File: src/rtl/cal_pkg.sv
package cal_pkg;
    typedef enum logic [1:0] {ST_OFF, ST_HALT, ST_RUN} run_state_e;

    localparam int unsigned ADDR_W = 4;
    localparam logic [ADDR_W-1:0] A_SUB  = 4'd0;
    localparam logic [ADDR_W-1:0] A_SEC  = 4'd1;
    localparam logic [ADDR_W-1:0] A_MIN  = 4'd2;
    localparam logic [ADDR_W-1:0] A_HOUR = 4'd3;
    localparam logic [ADDR_W-1:0] A_WDAY = 4'd4;
    localparam logic [ADDR_W-1:0] A_MDAY = 4'd5;
    localparam logic [ADDR_W-1:0] A_MON  = 4'd6;
    localparam logic [ADDR_W-1:0] A_YEAR = 4'd7;
    localparam logic [ADDR_W-1:0] A_STAT = 4'd8;
    localparam logic [ADDR_W-1:0] A_CTRL = 4'd9;

    // Two-digit BCD increment without range limit
    function automatic logic [7:0] bcd_next(input logic [7:0] v);
        if (v[3:0] >= 4'd9) return {v[7:4] + 4'd1, 4'd0};
        else                return {v[7:4], v[3:0] + 4'd1};
    endfunction

    // (10t+u) mod 4 equals (2*(t mod 2) + u) mod 4
    function automatic logic bcd_div4(input logic [7:0] v);
        logic [1:0] s;
        s = {v[4], 1'b0} + v[1:0];
        return s == 2'd0;
    endfunction

    function automatic logic leap_year(input logic [7:0] cent, input logic [7:0] yy);
        return bcd_div4(yy) && ((yy != 8'h00) || bcd_div4(cent));
    endfunction

    function automatic logic [7:0] month_last(input logic [7:0] mon, input logic leap);
        case (mon)
            8'h02:                      return leap ? 8'h29 : 8'h28;
            8'h04, 8'h06, 8'h09, 8'h11: return 8'h30;
            default:                    return 8'h31;
        endcase
    endfunction
endpackage

File: src/rtl/cal_prescaler.sv
module cal_prescaler #(
    parameter int unsigned PRE_DIV = 2,
    parameter int unsigned SUB_W   = 7
) (
    input  logic             clk,
    input  logic             rst_n,
    input  logic             run,
    input  logic             clr,
    input  logic             ref_tick,
    output logic [SUB_W-1:0] sub,
    output logic             sec_tick
);
    localparam int unsigned PW = (PRE_DIV > 2) ? $clog2(PRE_DIV) : 1;
    localparam logic [PW-1:0] PRE_LAST = PW'(PRE_DIV - 1);

    logic [PW-1:0]    pre_q;
    logic [SUB_W-1:0] sub_q;

    always_ff @(posedge clk or negedge rst_n) begin
        if (!rst_n) begin
            pre_q <= '0;
            sub_q <= '0;
        end else if (clr) begin
            pre_q <= '0;
            sub_q <= '0;
        end else if (run && ref_tick) begin
            if (pre_q == PRE_LAST) begin
                pre_q <= '0;
                sub_q <= sub_q + 1'b1;
            end else begin
                pre_q <= pre_q + 1'b1;
            end
        end
    end

    assign sub      = sub_q;
    assign sec_tick = run && ref_tick && !clr && (pre_q == PRE_LAST) && (&sub_q);

    // sub-second only ever steps by one, except on a clear
    a_r2_sub_step: assert property (@(posedge clk) disable iff (!rst_n)
        (sub_q != $past(sub_q)) && !$past(clr) |-> (sub_q - $past(sub_q)) == SUB_W'(1));
endmodule

File: src/rtl/cal_hms.sv
module cal_hms (
    input  logic       clk,
    input  logic       rst_n,
    input  logic       tick,
    input  logic       wr_sec,
    input  logic       wr_min,
    input  logic       wr_hour,
    input  logic [7:0] wdata,
    output logic [7:0] sec,
    output logic [7:0] min,
    output logic [7:0] hour,
    output logic       day_tick
);
    import cal_pkg::*;

    logic [7:0] sec_q, min_q, hour_q;
    logic       sec_wrap, min_wrap, hour_wrap;

    assign sec_wrap  = sec_q  == 8'h59;
    assign min_wrap  = min_q  == 8'h59;
    assign hour_wrap = hour_q == 8'h23;
    assign day_tick  = tick && sec_wrap && min_wrap && hour_wrap;

    always_ff @(posedge clk or negedge rst_n) begin
        if (!rst_n) begin
            sec_q  <= 8'h00;
            min_q  <= 8'h00;
            hour_q <= 8'h00;
        end else begin
            if (wr_sec)
                sec_q <= wdata;
            else if (tick)
                sec_q <= sec_wrap ? 8'h00 : bcd_next(sec_q);

            if (wr_min)
                min_q <= wdata;
            else if (tick && sec_wrap)
                min_q <= min_wrap ? 8'h00 : bcd_next(min_q);

            if (wr_hour)
                hour_q <= wdata;
            else if (tick && sec_wrap && min_wrap)
                hour_q <= hour_wrap ? 8'h00 : bcd_next(hour_q);
        end
    end

    assign sec  = sec_q;
    assign min  = min_q;
    assign hour = hour_q;

    // seconds roll from 59 to 00
    a_r4_sec_wrap: assert property (@(posedge clk) disable iff (!rst_n)
        $past(tick && !wr_sec && sec_q == 8'h59) |-> sec_q == 8'h00);
    // hours roll from 23 to 00 on the last second of the day
    a_r4_hour_wrap: assert property (@(posedge clk) disable iff (!rst_n)
        $past(day_tick && !wr_hour) |-> hour_q == 8'h00);
endmodule

File: src/rtl/cal_date.sv
module cal_date (
    input  logic        clk,
    input  logic        rst_n,
    input  logic        tick,
    input  logic        wr_wday,
    input  logic        wr_mday,
    input  logic        wr_mon,
    input  logic        wr_yr_lo,
    input  logic        wr_yr_hi,
    input  logic [15:0] wdata,
    output logic [7:0]  wday,
    output logic [7:0]  mday,
    output logic [7:0]  mon,
    output logic [15:0] year
);
    import cal_pkg::*;

    logic [7:0] wday_q, mday_q, mon_q, yy_q, cent_q;
    logic       mday_wrap, mon_wrap, yy_wrap;

    assign mday_wrap = mday_q == month_last(mon_q, leap_year(cent_q, yy_q));
    assign mon_wrap  = mon_q  == 8'h12;
    assign yy_wrap   = yy_q   == 8'h99;

    always_ff @(posedge clk or negedge rst_n) begin
        if (!rst_n) begin
            wday_q <= 8'h00;
            mday_q <= 8'h01;
            mon_q  <= 8'h01;
            yy_q   <= 8'h00;
            cent_q <= 8'h20;
        end else begin
            if (wr_wday)
                wday_q <= wdata[7:0];
            else if (tick)
                wday_q <= (wday_q == 8'h06) ? 8'h00 : bcd_next(wday_q);

            if (wr_mday)
                mday_q <= wdata[7:0];
            else if (tick)
                mday_q <= mday_wrap ? 8'h01 : bcd_next(mday_q);

            if (wr_mon)
                mon_q <= wdata[7:0];
            else if (tick && mday_wrap)
                mon_q <= mon_wrap ? 8'h01 : bcd_next(mon_q);

            if (wr_yr_lo)
                yy_q <= wdata[7:0];
            else if (tick && mday_wrap && mon_wrap)
                yy_q <= yy_wrap ? 8'h00 : bcd_next(yy_q);

            if (wr_yr_hi)
                cent_q <= wdata[15:8];
            else if (tick && mday_wrap && mon_wrap && yy_wrap)
                cent_q <= (cent_q == 8'h99) ? 8'h00 : bcd_next(cent_q);
        end
    end

    assign wday = wday_q;
    assign mday = mday_q;
    assign mon  = mon_q;
    assign year = {cent_q, yy_q};

    // weekday wraps from 6 to 0
    a_r5_wday_wrap: assert property (@(posedge clk) disable iff (!rst_n)
        $past(tick && !wr_wday && wday_q == 8'h06) |-> wday_q == 8'h00);
endmodule

File: src/rtl/bcd_calendar.sv
module bcd_calendar #(
    parameter int unsigned PRE_DIV = 2
) (
    input  logic        clk,
    input  logic        rst_n,
    input  logic        ref_tick,
    input  logic        bus_we,
    input  logic        bus_wide,
    input  logic [3:0]  bus_addr,
    input  logic [15:0] bus_wdata,
    output logic [15:0] bus_rdata,
    output logic        carry_irq
);
    import cal_pkg::*;

    localparam int unsigned SUB_W = 7;

    run_state_e state_q, state_d;
    logic       run, en;
    logic       flag_q, ie_q;
    logic       wr_stat, wr_ctrl, presc_clr, sec_tick, day_tick;
    logic [SUB_W-1:0] sub;
    logic [7:0] sec, min, hour, wday, mday, mon;
    logic [15:0] year;

    assign wr_stat   = bus_we && bus_addr == A_STAT;
    assign wr_ctrl   = bus_we && bus_addr == A_CTRL;
    assign presc_clr = wr_ctrl && bus_wdata[1];

    // State register
    always_ff @(posedge clk or negedge rst_n) begin
        if (!rst_n) state_q <= ST_OFF;
        else        state_q <= state_d;
    end

    // Next state: a run-control write selects OFF, HALT or RUN
    always_comb begin
        state_d = state_q;
        if (wr_ctrl) begin
            if (!bus_wdata[2])     state_d = ST_OFF;
            else if (bus_wdata[0]) state_d = ST_RUN;
            else                   state_d = ST_HALT;
        end
    end

    // Outputs of the state machine
    always_comb begin
        run = 1'b0;
        en  = 1'b0;
        unique case (state_q)
            ST_OFF:  ;
            ST_HALT: en = 1'b1;
            ST_RUN:  begin en = 1'b1; run = 1'b1; end
            default: ;
        endcase
    end

    // Status: sticky carry flag and its interrupt enable
    always_ff @(posedge clk or negedge rst_n) begin
        if (!rst_n) begin
            flag_q <= 1'b0;
            ie_q   <= 1'b0;
        end else begin
            if (sec_tick)                     flag_q <= 1'b1;
            else if (wr_stat && !bus_wdata[0]) flag_q <= 1'b0;
            if (wr_stat) ie_q <= bus_wdata[1];
        end
    end

    assign carry_irq = flag_q && ie_q;

    cal_prescaler #(.PRE_DIV(PRE_DIV), .SUB_W(SUB_W)) u_pre (
        .clk(clk), .rst_n(rst_n), .run(run), .clr(presc_clr),
        .ref_tick(ref_tick), .sub(sub), .sec_tick(sec_tick)
    );

    cal_hms u_hms (
        .clk(clk), .rst_n(rst_n), .tick(sec_tick),
        .wr_sec (bus_we && bus_addr == A_SEC),
        .wr_min (bus_we && bus_addr == A_MIN),
        .wr_hour(bus_we && bus_addr == A_HOUR),
        .wdata(bus_wdata[7:0]),
        .sec(sec), .min(min), .hour(hour), .day_tick(day_tick)
    );

    cal_date u_date (
        .clk(clk), .rst_n(rst_n), .tick(day_tick),
        .wr_wday (bus_we && bus_addr == A_WDAY),
        .wr_mday (bus_we && bus_addr == A_MDAY),
        .wr_mon  (bus_we && bus_addr == A_MON),
        .wr_yr_lo(bus_we && bus_addr == A_YEAR),
        .wr_yr_hi(bus_we && bus_wide && bus_addr == A_YEAR),
        .wdata(bus_wdata),
        .wday(wday), .mday(mday), .mon(mon), .year(year)
    );

    // Read mux
    always_comb begin
        bus_rdata = 16'h0000;
        case (bus_addr)
            A_SUB:   bus_rdata = {{(16-SUB_W){1'b0}}, sub};
            A_SEC:   bus_rdata = {8'h00, sec};
            A_MIN:   bus_rdata = {8'h00, min};
            A_HOUR:  bus_rdata = {8'h00, hour};
            A_WDAY:  bus_rdata = {8'h00, wday};
            A_MDAY:  bus_rdata = {8'h00, mday};
            A_MON:   bus_rdata = {8'h00, mon};
            A_YEAR:  bus_rdata = year;
            A_STAT:  bus_rdata = {14'h0000, ie_q, flag_q};
            A_CTRL:  bus_rdata = {13'h0000, en, 1'b0, run};
            default: bus_rdata = 16'h0000;
        endcase
    end

    // the carry flag stays set until a clearing write
    a_r9_flag_sticky: assert property (@(posedge clk) disable iff (!rst_n)
        flag_q && !(wr_stat && !bus_wdata[0]) |=> flag_q);
    // outside RUN the sub-second count is frozen
    a_r11_frozen: assert property (@(posedge clk) disable iff (!rst_n)
        (state_q != ST_RUN) && !presc_clr |=> $stable(sub));
    // no seconds step outside RUN
    a_r11_no_step: assert property (@(posedge clk) disable iff (!rst_n)
        (state_q != ST_RUN) |-> !sec_tick);
endmodule

File: config.mk
export PLATFORM = sky130hd
export DESIGN_NAME = bcd_calendar
export DESIGN_NICKNAME = d
export VERILOG_FILES = /design/src/rtl/cal_pkg.sv /design/src/rtl/cal_prescaler.sv /design/src/rtl/cal_hms.sv /design/src/rtl/cal_date.sv /design/src/rtl/bcd_calendar.sv
export SDC_FILE = /design/constraint.sdc
export NUM_CORES = 1
export LEC_CHECK = 0
export CORE_MARGIN = 10
export CORE_UTILIZATION = 25
export CTS_CLUSTER_SIZE = 40
export DETAILED_ROUTE_END_ITERATION = 10
export GPL_TIMING_DRIVEN = 0
export SETUP_SLACK_MARGIN = 0.2
export SLEW_MARGIN = 0
export SYNTH_ARGS = -nofsm -noshare
export SYNTH_HDL_FRONTEND = slang
export SYNTH_SLANG_ARGS = --single-unit
File: constraint.sdc
create_clock -name clk -period 3.6 [get_ports clk]
set_input_delay 0.36 -clock clk [delete_from_list [all_inputs] [get_ports clk]]
set_output_delay 0.36 -clock clk [all_outputs]
set_load 0.01 [all_outputs]
==> implementation parameters, run 1 <==
Parameter                              Value

Timing
  WHS    -7.07 ps
  Transition at the pin with the smallest max-transition slack    between 1000 and 1500 ps
  Achievable clock frequency    between 300 and 400 MHz
  Crit share post-route    0.924
  Worst setup slack after layout    between 200 and 300 ps
  Fin. max-slew vios    0
  Min Clock Period, post-route    roughly 3300 ps
  Normalized max-slew margin    0.176
  Sum of negative setup slack    0 ps
  Clk_skew    9.24 ps
  Endpoints failing setup    0
  RSZ-0062 raised after global routing    yes
  Endpoints failing hold    6

Clock network
  Root Driver    sky130_fd_sc_hd__clkbuf_16
  Clock Pin Slew Worst Setup and Hold Paths    roughly 60 ps
  Clk sink count    76
  Insertion delay of the later-clocked pin in the worst-skew pair    roughly 360 ps
  Maximum level of the CTS H-tree    3
  CTS tree    yes
  Max Buffers Root-to-Sink    2
  Inserted Clock Buffers    9

Power and ir drop
  Internal power    2.11 mW
  Combinational share of power    0.291
  Pwr per Cell Area    between 400 and 500 nW/um2
  Overall power of the completed layout    3.36 mW
  Clk pwr share    0.300
  Relative contribution of sequential cells to total power    0.409
  Cell leakage power    2.84 nW
  Largest vdd supply drop    about 0.00025 V
  Net switching share of the total power    0.373
  Switch Pwr    approximately 1.3 mW

Placement
  Input/output buffers    38
  Post-placement worst setup slack    -246 ps
  RePlAce Congestion    0.952
  Number of cells in the design after placement    about 1.1k
  HPWL after detailed placement    between 10000 and 15000 um

Route
  Average wire length per cell after detail routing    between 15 and 20 um
  Residual DRC    0
  Total length of routed wires    20300 um
  Router iterations before antenna repair    5
  Detailed-route vias per instance    between 5 and 6
  Number of nets with antenna violations after detailed routing    0
  Count of routing violations after the opening detailed-route iteration    620
  Vias after detailed routing    ~5.9k

Floorplanning
  Die Span Y    176 um
  Die extent in x    around 180 um
  Core Rows    56
  Effective utilization at floorplan    0.256
  Area of the die    30800 um2
  Core box area    about 24000 um2
  IO Pins    42

Layout
  Share of layout cells above drive strength 1    0.0889
  Number of antenna repair diodes    0
  Signed area change from the synthesized netlist to the final layout    19.5%
  Non-filler cells, final    between 1k and 1.5k
  Final nets    865

Yosys
  Cell area after synthesis    a little over 6000 um2
  Xor/xnor cell area share of the yosys netlist    0.0159
  Largest family of logic cells by synthesized area    simple AND/OR/NAND/NOR gates
  Proportion of synthesized chip area in sequential cells    0.315
  Number of synthesized register bits    76
  Instance count of the mapped netlist    roughly 740
  Number of nets in the synthesized netlist    between 800 and 900
  Multiplexer share of the synthesized area    0.0312
  Post-synthesis share of cell area spent on and, or, nand and nor gates    0.296
  Synth cell types    78
  Ys async rst share    1.00
  Post-synth top flop    sky130_fd_sc_hd__dfrtp_1
  Compound-gate portion of the synthesized area    0.201
  Arithmetic-cell share of the synthesized area counting full adders, half adders and majority gates    0.0951
  Syn. warnings    0
  Mean cell area of the mapped netlist    ~8.2 um2
  Post-synth EDFFs    0

Critical path
  Launch point of the worst path    bus_addr[1]
  Type of origin of the critical path    input port
  Type of the worst setup path    in -> out
  Worst-path fanout max    10
  Arrival time reported for the critical path endpoint    approximately 3000 ps
  Origin of the critical flop-to-flop path    state_q[0]
  Worst endpoint required time    3240 ps
  Kind of end point of the critical path    output pin

Global route
  Largest net degree at the start of global routing    42
  Antenna violations before repair    0
  Global Route Usage Sum    0.131
  Number of global-route vias before repair    5647
  Global-route wire length before repair    32500 um
  Grt ovf    0

Worst hold path
  Min-Delay Path Class    in -> async

Job
  Max-cap violations    0

Run status
  Violated checks    negative hold slack
  Result of the run    finished, violations left
[repair_timing]
item | CTS | global route
hold buffers | 0 | 0
setup buffers | 0 | 5
gates resized for setup | 7 | 8
endpoints found under the setup margin | 7 | 12
pin swaps | 0 | 1
[worst paths after layout]
| kind | slack, ps | depth (start not counted) | to |
|---|---|---|---|
| max in group asynchronous | 2940 | 2 | u_date.cent_q[5] |
| hold reg to reg | 490 | 2 | state_q[0] |
| setup / recovery | 270 | 8 | bus_rdata[3] |
| min in group clk | 490 | 2 | state_q[0] |
| setup reg to reg | 400 | 11 | u_date.yy_q[7] |
| hold / removal | -7 | 1 | u_hms.hour[5] |
[synthesized netlist by cell type (all sizes together) (5+ instances only)]
cell type | n | share of area
a21oi | 47 | 0.039
a221oi | 5 | 0.0072
a22oi | 12 | 0.015
a31oi | 13 | 0.013
a32oi | 5 | 0.0072
and2 | 14 | 0.015
and3 | 15 | 0.015
buf | 9 | 0.0083
clkbuf | 24 | 0.017
dfrtp | 73 | 0.30
ha | 46 | 0.095
inv | 34 | 0.021
mux2 | 5 | 0.0093
mux2i | 11 | 0.018
nand2 | 84 | 0.054
nand2b | 8 | 0.0083
nand3 | 41 | 0.035
nand3b | 6 | 0.0074
nand4 | 12 | 0.013
nand4b | 7 | 0.010
nor2 | 60 | 0.038
nor2b | 12 | 0.012
nor3 | 13 | 0.012
nor3b | 16 | 0.022
nor4 | 9 | 0.014
o211ai | 8 | 0.0099
o21ai | 67 | 0.055
o31a | 5 | 0.0072
o31ai | 6 | 0.0074
or3 | 10 | 0.011
xnor2 | 6 | 0.0087
xor2 | 5 | 0.0072
[cell type report]
cell class | instances | area (um2)
fill | 2586 | 16400
clock buffer | 10 | 239
inverter | 34 | 128
sequential | 76 | 1910
tap | 319 | 399
clock inverter | 6 | 87.6
buffer | 33 | 161
timing repair buffer | 44 | 443
multi-input combinational | 596 | 3870
[cell families (layout without fill, tap and decap cells)]
family	Yosys count	in the layout
AND/OR/NAND/NOR	326	326
AO/OA/AOI/OAI	196	196
flip-flops	76	76
buffers and inverters	67	127
adder cells (fa/ha/maj)	46	46
multiplexers	17	17
XOR/XNOR	11	11
[flip-flops by register name, indices dropped and copies added, names as in the netlist]
| signal | count |
|---|---|
| u_hms.hour | 8 |
| u_date.mon | 8 |
| u_pre.sub | 7 |
| u_date.wday | 8 |
| u_date.mday | 8 |
| ie_q | 1 |
| u_date.cent_q | 8 |
| u_hms.min | 8 |
| u_hms.sec | 8 |
| flag_q | 1 |
| u_date.yy_q | 8 |
| u_pre.pre_q | 1 |
| state_q | 2 |
[power by group through the flow]
stage	clock network [mW]	logic, mW	registers [mW]
3_3_place_gp	0	0.940	1.37
2_1_floorplan	0	0.710	1.24
3_5_place_dp	0	0.969	1.38
5_1_grt	1.07	1.11	1.40
4_1_cts	1.03	0.977	1.36
6_report	1.01	0.979	1.37
[worst max-delay path: stages]
cell and delay (ps):
sky130_fd_sc_hd__clkdlybuf4s50_1 620, sky130_fd_sc_hd__clkbuf_4 300, sky130_fd_sc_hd__clkbuf_2 280, sky130_fd_sc_hd__nand3_1 100, sky130_fd_sc_hd__o21ai_0 240, sky130_fd_sc_hd__a221oi_1 90, sky130_fd_sc_hd__o21ai_1 340, sky130_fd_sc_hd__clkdlybuf4s50_1 620
[per-layer routing]
metal	up-vias	global-route usage	routed length, um
li1	2811	-	-
met3	33	0.0240	1110
met4	0	0.0378	359
met5	-	0	0
met2	186	0.208	9470
met1	2888	0.177	9400
[cell usage in the layout (no fill, tap or decap), types with 9 or more instances in the layout]
cell,n
sky130_fd_sc_hd__a21oi_1,47
sky130_fd_sc_hd__a22oi_1,12
sky130_fd_sc_hd__a31oi_1,13
sky130_fd_sc_hd__and2_1,11
sky130_fd_sc_hd__and3_1,15
sky130_fd_sc_hd__clkbuf_1,16
sky130_fd_sc_hd__clkbuf_16,9
sky130_fd_sc_hd__clkdlybuf4s50_1,37
sky130_fd_sc_hd__dfrtp_1,73
sky130_fd_sc_hd__ha_1,46
sky130_fd_sc_hd__inv_1,34
sky130_fd_sc_hd__mux2i_1,11
sky130_fd_sc_hd__nand2_1,80
sky130_fd_sc_hd__nand3_1,40
sky130_fd_sc_hd__nand4_1,11
sky130_fd_sc_hd__nor2_1,59
sky130_fd_sc_hd__nor2b_1,12
sky130_fd_sc_hd__nor3_1,11
sky130_fd_sc_hd__nor3b_1,15
sky130_fd_sc_hd__o21ai_0,61
[stage by stage]
stage / utilization / cell area, um2
after floorplan: - / 6050
after global placement: 0.289 / 6830
after detailed placement: 0.290 / 6860
after CTS: 0.304 / 7190
after global routing: 0.306 / 7240
final: 0.306 / 7240
Note: power is estimated with default switching activity, not from simulation.
==> run 2, diff against run 1 <==
--- a/config.mk
+++ b/config.mk
@@ -5,7 +5,7 @@
 export SDC_FILE = /design/constraint.sdc
 export NUM_CORES = 1
 export LEC_CHECK = 0
-export CORE_MARGIN = 10
+export CORE_MARGIN = 2
 export CORE_UTILIZATION = 25
 export CTS_CLUSTER_SIZE = 40
 export DETAILED_ROUTE_END_ITERATION = 10
==> constraint.sdc (replaced) <==
create_clock -name clk -period 2.75 [get_ports clk]
set_input_delay 0.275 -clock clk [delete_from_list [all_inputs] [get_ports clk]]
set_output_delay 0.275 -clock clk [all_outputs]
set_load 0.01 [all_outputs]
==> run 2 against run 1 <==
  * The run ends with negative setup slack left
  * Cell count up 6.1%
  * Power up 41%
  * Core utilization up 5.2 points
  * Clock skew down 1.2 ps
  * Register-to-register slack worse by 490 ps
  * Largest power group unchanged
==> implementation parameters, run 2 (synthesized netlist as in run 1, its figures left out) <==
Parameter                              Value

Worst hold path
  Min-Delay Path Class    in -> async (unchanged)

Critical path
  Critical path's largest stage delay    530 ps (was 620 ps)
  Arrival time reported for the critical path endpoint    3080 ps (was 2970 ps)
  Kind of end point of the critical path    flip-flop (was output pin)
  Worst path bufs/invs    2 (was 4)
  Launch point of the worst path    u_hms.min[5] (was bus_addr[1])
  Worst-path fanout max    4 (was 10)
  Type of origin of the critical path    flip-flop (was input port)
  Top cell family by delay on the critical path    simple AND/OR/NAND/NOR gates (was buffers and inverters)
  Cells traversed along the worst timing path    inv_2, ha_4, nand4_1, or4b_4, or4_4, nand4b_1, nor3_4, buf_6, a21oi_2, a22o_1 (was clkdlybuf4s50_1, clkbuf_4, clkbuf_2, nand3_1, o21ai_0, a221oi_1, o21ai_1, clkdlybuf4s50_1)
  Type of the worst setup path    reg -> reg (was in -> out)
  Worst endpoint required time    2990 ps (was 3240 ps)
  CP max stage cell    sky130_fd_sc_hd__or4_4 (was sky130_fd_sc_hd__clkdlybuf4s50_1)
  Origin of the critical flop-to-flop path    u_hms.min[5] (was state_q[0])

Timing
  Endpoints failing hold    0 (was 6)
  Min Clock Period, post-route    roughly 2800 ps
  Clk_skew    8.00 ps (was 9.24 ps)
  Fin. max-slew vios    0 (unchanged)
  Crit share post-route    1.03
  Transition at the pin with the smallest max-transition slack    1110 ps (was 1230 ps)
  Endpoints failing setup    4 (was 0)
  Worst setup slack after layout    -86.2 ps (was 272 ps)
  Achievable clock frequency    353 MHz
  Normalized max-slew margin    0.253 (was 0.176)
  RSZ-0062 raised after global routing    yes (unchanged)
  WHS    439 ps (was -7.07 ps)

Floorplanning
  Core box area    23600 um2 (was 23700 um2)
  Effective utilization at floorplan    0.256 (about the same)
  IO Pins    42 (unchanged)
  Core Rows    56 (unchanged)
  Die Span Y    160 um (was 176 um)
  Area of the die    25500 um2 (was 30800 um2)
  Die extent in x    160 um (was 176 um)

Power and ir drop
  Overall power of the completed layout    4.75 mW (was 3.36 mW)
  Cell leakage power    3.40 nW (was 2.84 nW)
  Pwr per Cell Area    563 nW/um2 (was 464 nW/um2)
  Largest vdd supply drop    0.000353 V (was 0.000254 V)

Clock network
  Clock Pin Slew Worst Setup and Hold Paths    60 ps (about the same)
  Root Driver    sky130_fd_sc_hd__clkbuf_16 (unchanged)
  Max Buffers Root-to-Sink    2 (unchanged)
  Inserted Clock Buffers    9 (unchanged)
  Maximum level of the CTS H-tree    3 (unchanged)
  Insertion delay of the later-clocked pin in the worst-skew pair    360 ps (about the same)
  Clk sink count    76 (unchanged)
  CTS tree    yes (unchanged)

Layout
  Signed area change from the synthesized netlist to the final layout    39.3% (was 19.5%)
  Share of layout cells above drive strength 1    0.264 (was 0.0889)
  Commonest cells after routing, fill and taps aside    sky130_fd_sc_hd__nand2_1, sky130_fd_sc_hd__dfrtp_1, sky130_fd_sc_hd__buf_4 (was sky130_fd_sc_hd__nand2_1, sky130_fd_sc_hd__dfrtp_1, sky130_fd_sc_hd__o21ai_0)
  Most common cell after layout, fill and taps aside    sky130_fd_sc_hd__nand2_1 (unchanged)
  Filler cell count in the final layout    2404 (was 2586)
  Final nets    933 (was 865)

Route
  Average wire length per cell after detail routing    18.3 um (was 18.2 um)
  Vias after detailed routing    6360 (was 5918)
  Router iterations before antenna repair    5 (unchanged)
  Count of routing violations after the opening detailed-route iteration    639 (was 620)
  Number of nets with antenna violations after detailed routing    0 (unchanged)
  Detailed-route vias per instance    5.36 (was 5.29)
  Residual DRC    0 (unchanged)
  Total length of routed wires    21800 um (was 20300 um)

Run status
  Result of the run    finished, violations left (unchanged)
  Violated checks    negative setup slack (was negative hold slack)

Global route
  Grt ovf    0 (unchanged)
  Global Route Usage Sum    0.165 (was 0.131)
  Antenna violations before repair    1 (was 0)
  Global-route wire length before repair    33200 um (was 32500 um)
  Number of global-route vias before repair    5935 (was 5647)
  Largest net degree at the start of global routing    41 (was 42)

Placement
  HPWL after detailed placement    14500 um (was 15000 um)
  Input/output buffers    38 (unchanged)
  RePlAce Congestion    0.939 (was 0.952)

Job
  Max-cap violations    0 (unchanged)
## run 2: cell count changes in the layout (fill, tap and decap cells not counted), sizes merged, moves of 2 or more
cell	delta
buf	+68
clkdlybuf4s50	-10
dlygate4sd2	+6
clkbuf	+3
clkinvlp	-3
dlymetal6s2s	+2
## run 2: layer usage
layer / share of wire / vias to the layer above / routed length, um / global-route usage
li1: - / 2956 / - / -
met1: 0.43 / 3091 / 9350 / 0.217
met2: 0.47 / 247 / 10300 / 0.261
met3: 0.064 / 66 / 1390 / 0.0400
met4: 0.035 / 0 / 763 / 0.0645
met5: 0 / - / 0 / 0
## run 2: worst reg2reg max path, delay by kind of cell, from the launching register on
| family | cells | cell delay [ps] |
|---|---|---|
| and+or+nand+nor | 5 | 1780 |
| DFF | 1 | 410 |
| buffers and inverters | 2 | 230 |
| AOI/OAI and AO/OA | 2 | 210 |
| adders and majority gates | 1 | 120 |
## run 2: metrics by stage
step           area, um2  cells  setup WS (ps)   util  setup TNS [ps]
2_1_floorplan       6060    739           95.6      -               0
3_3_place_gp        6840   1096          -1660  0.290         -144190
3_5_place_dp        6870   1097           -885  0.291          -21540
4_1_cts             7900   1160          -50.6  0.335           -86.3
5_1_grt             8430   1185           -163  0.357           -1750
6_report            8430   1186          -86.2  0.357            -202
## run 2: final timing paths
kind	to	slack, ps	cells after the start
worst max-delay path	u_date.cent_q[3]	-90	10
worst min-delay path	u_hms.hour[6]	440	2
worst max register to register	u_date.cent_q[3]	-90	10
worst min register to register	state_q[1]	500	2
max in group asynchronous	u_date.mday[0]	1640	3
min in group clk	u_date.cent_q[5]	470	3
## run 2: area by class of cell
type                    instances  area (um2)  area share
plain buffers                  32         229      0.0272
clock buffers                  13         250      0.0297
multi-input cells             596        4390       0.520
repair buffers                113        1080       0.128
clock inverters                 2        35.0     0.00415
inverters                      34         128      0.0151
flip-flops and latches         76        1920       0.228
well taps                     319         399      0.0473
diodes                          1        2.50    0.000297
## run 2: repair_timing
action	in CTS	in global routing
endpoints found under the setup margin	63	51
pin swaps	30	51
hold endpoints to repair	35	0
buffers inserted	48	25
hold buffers	1	0
cloned	0	0
resized for setup	120	87
## run 2: power breakdown
group	internal, mW	switching [mW]
registers	1.37	0.398
clock network	0.723	0.493
logic	0.817	0.950
total	2.91	1.84
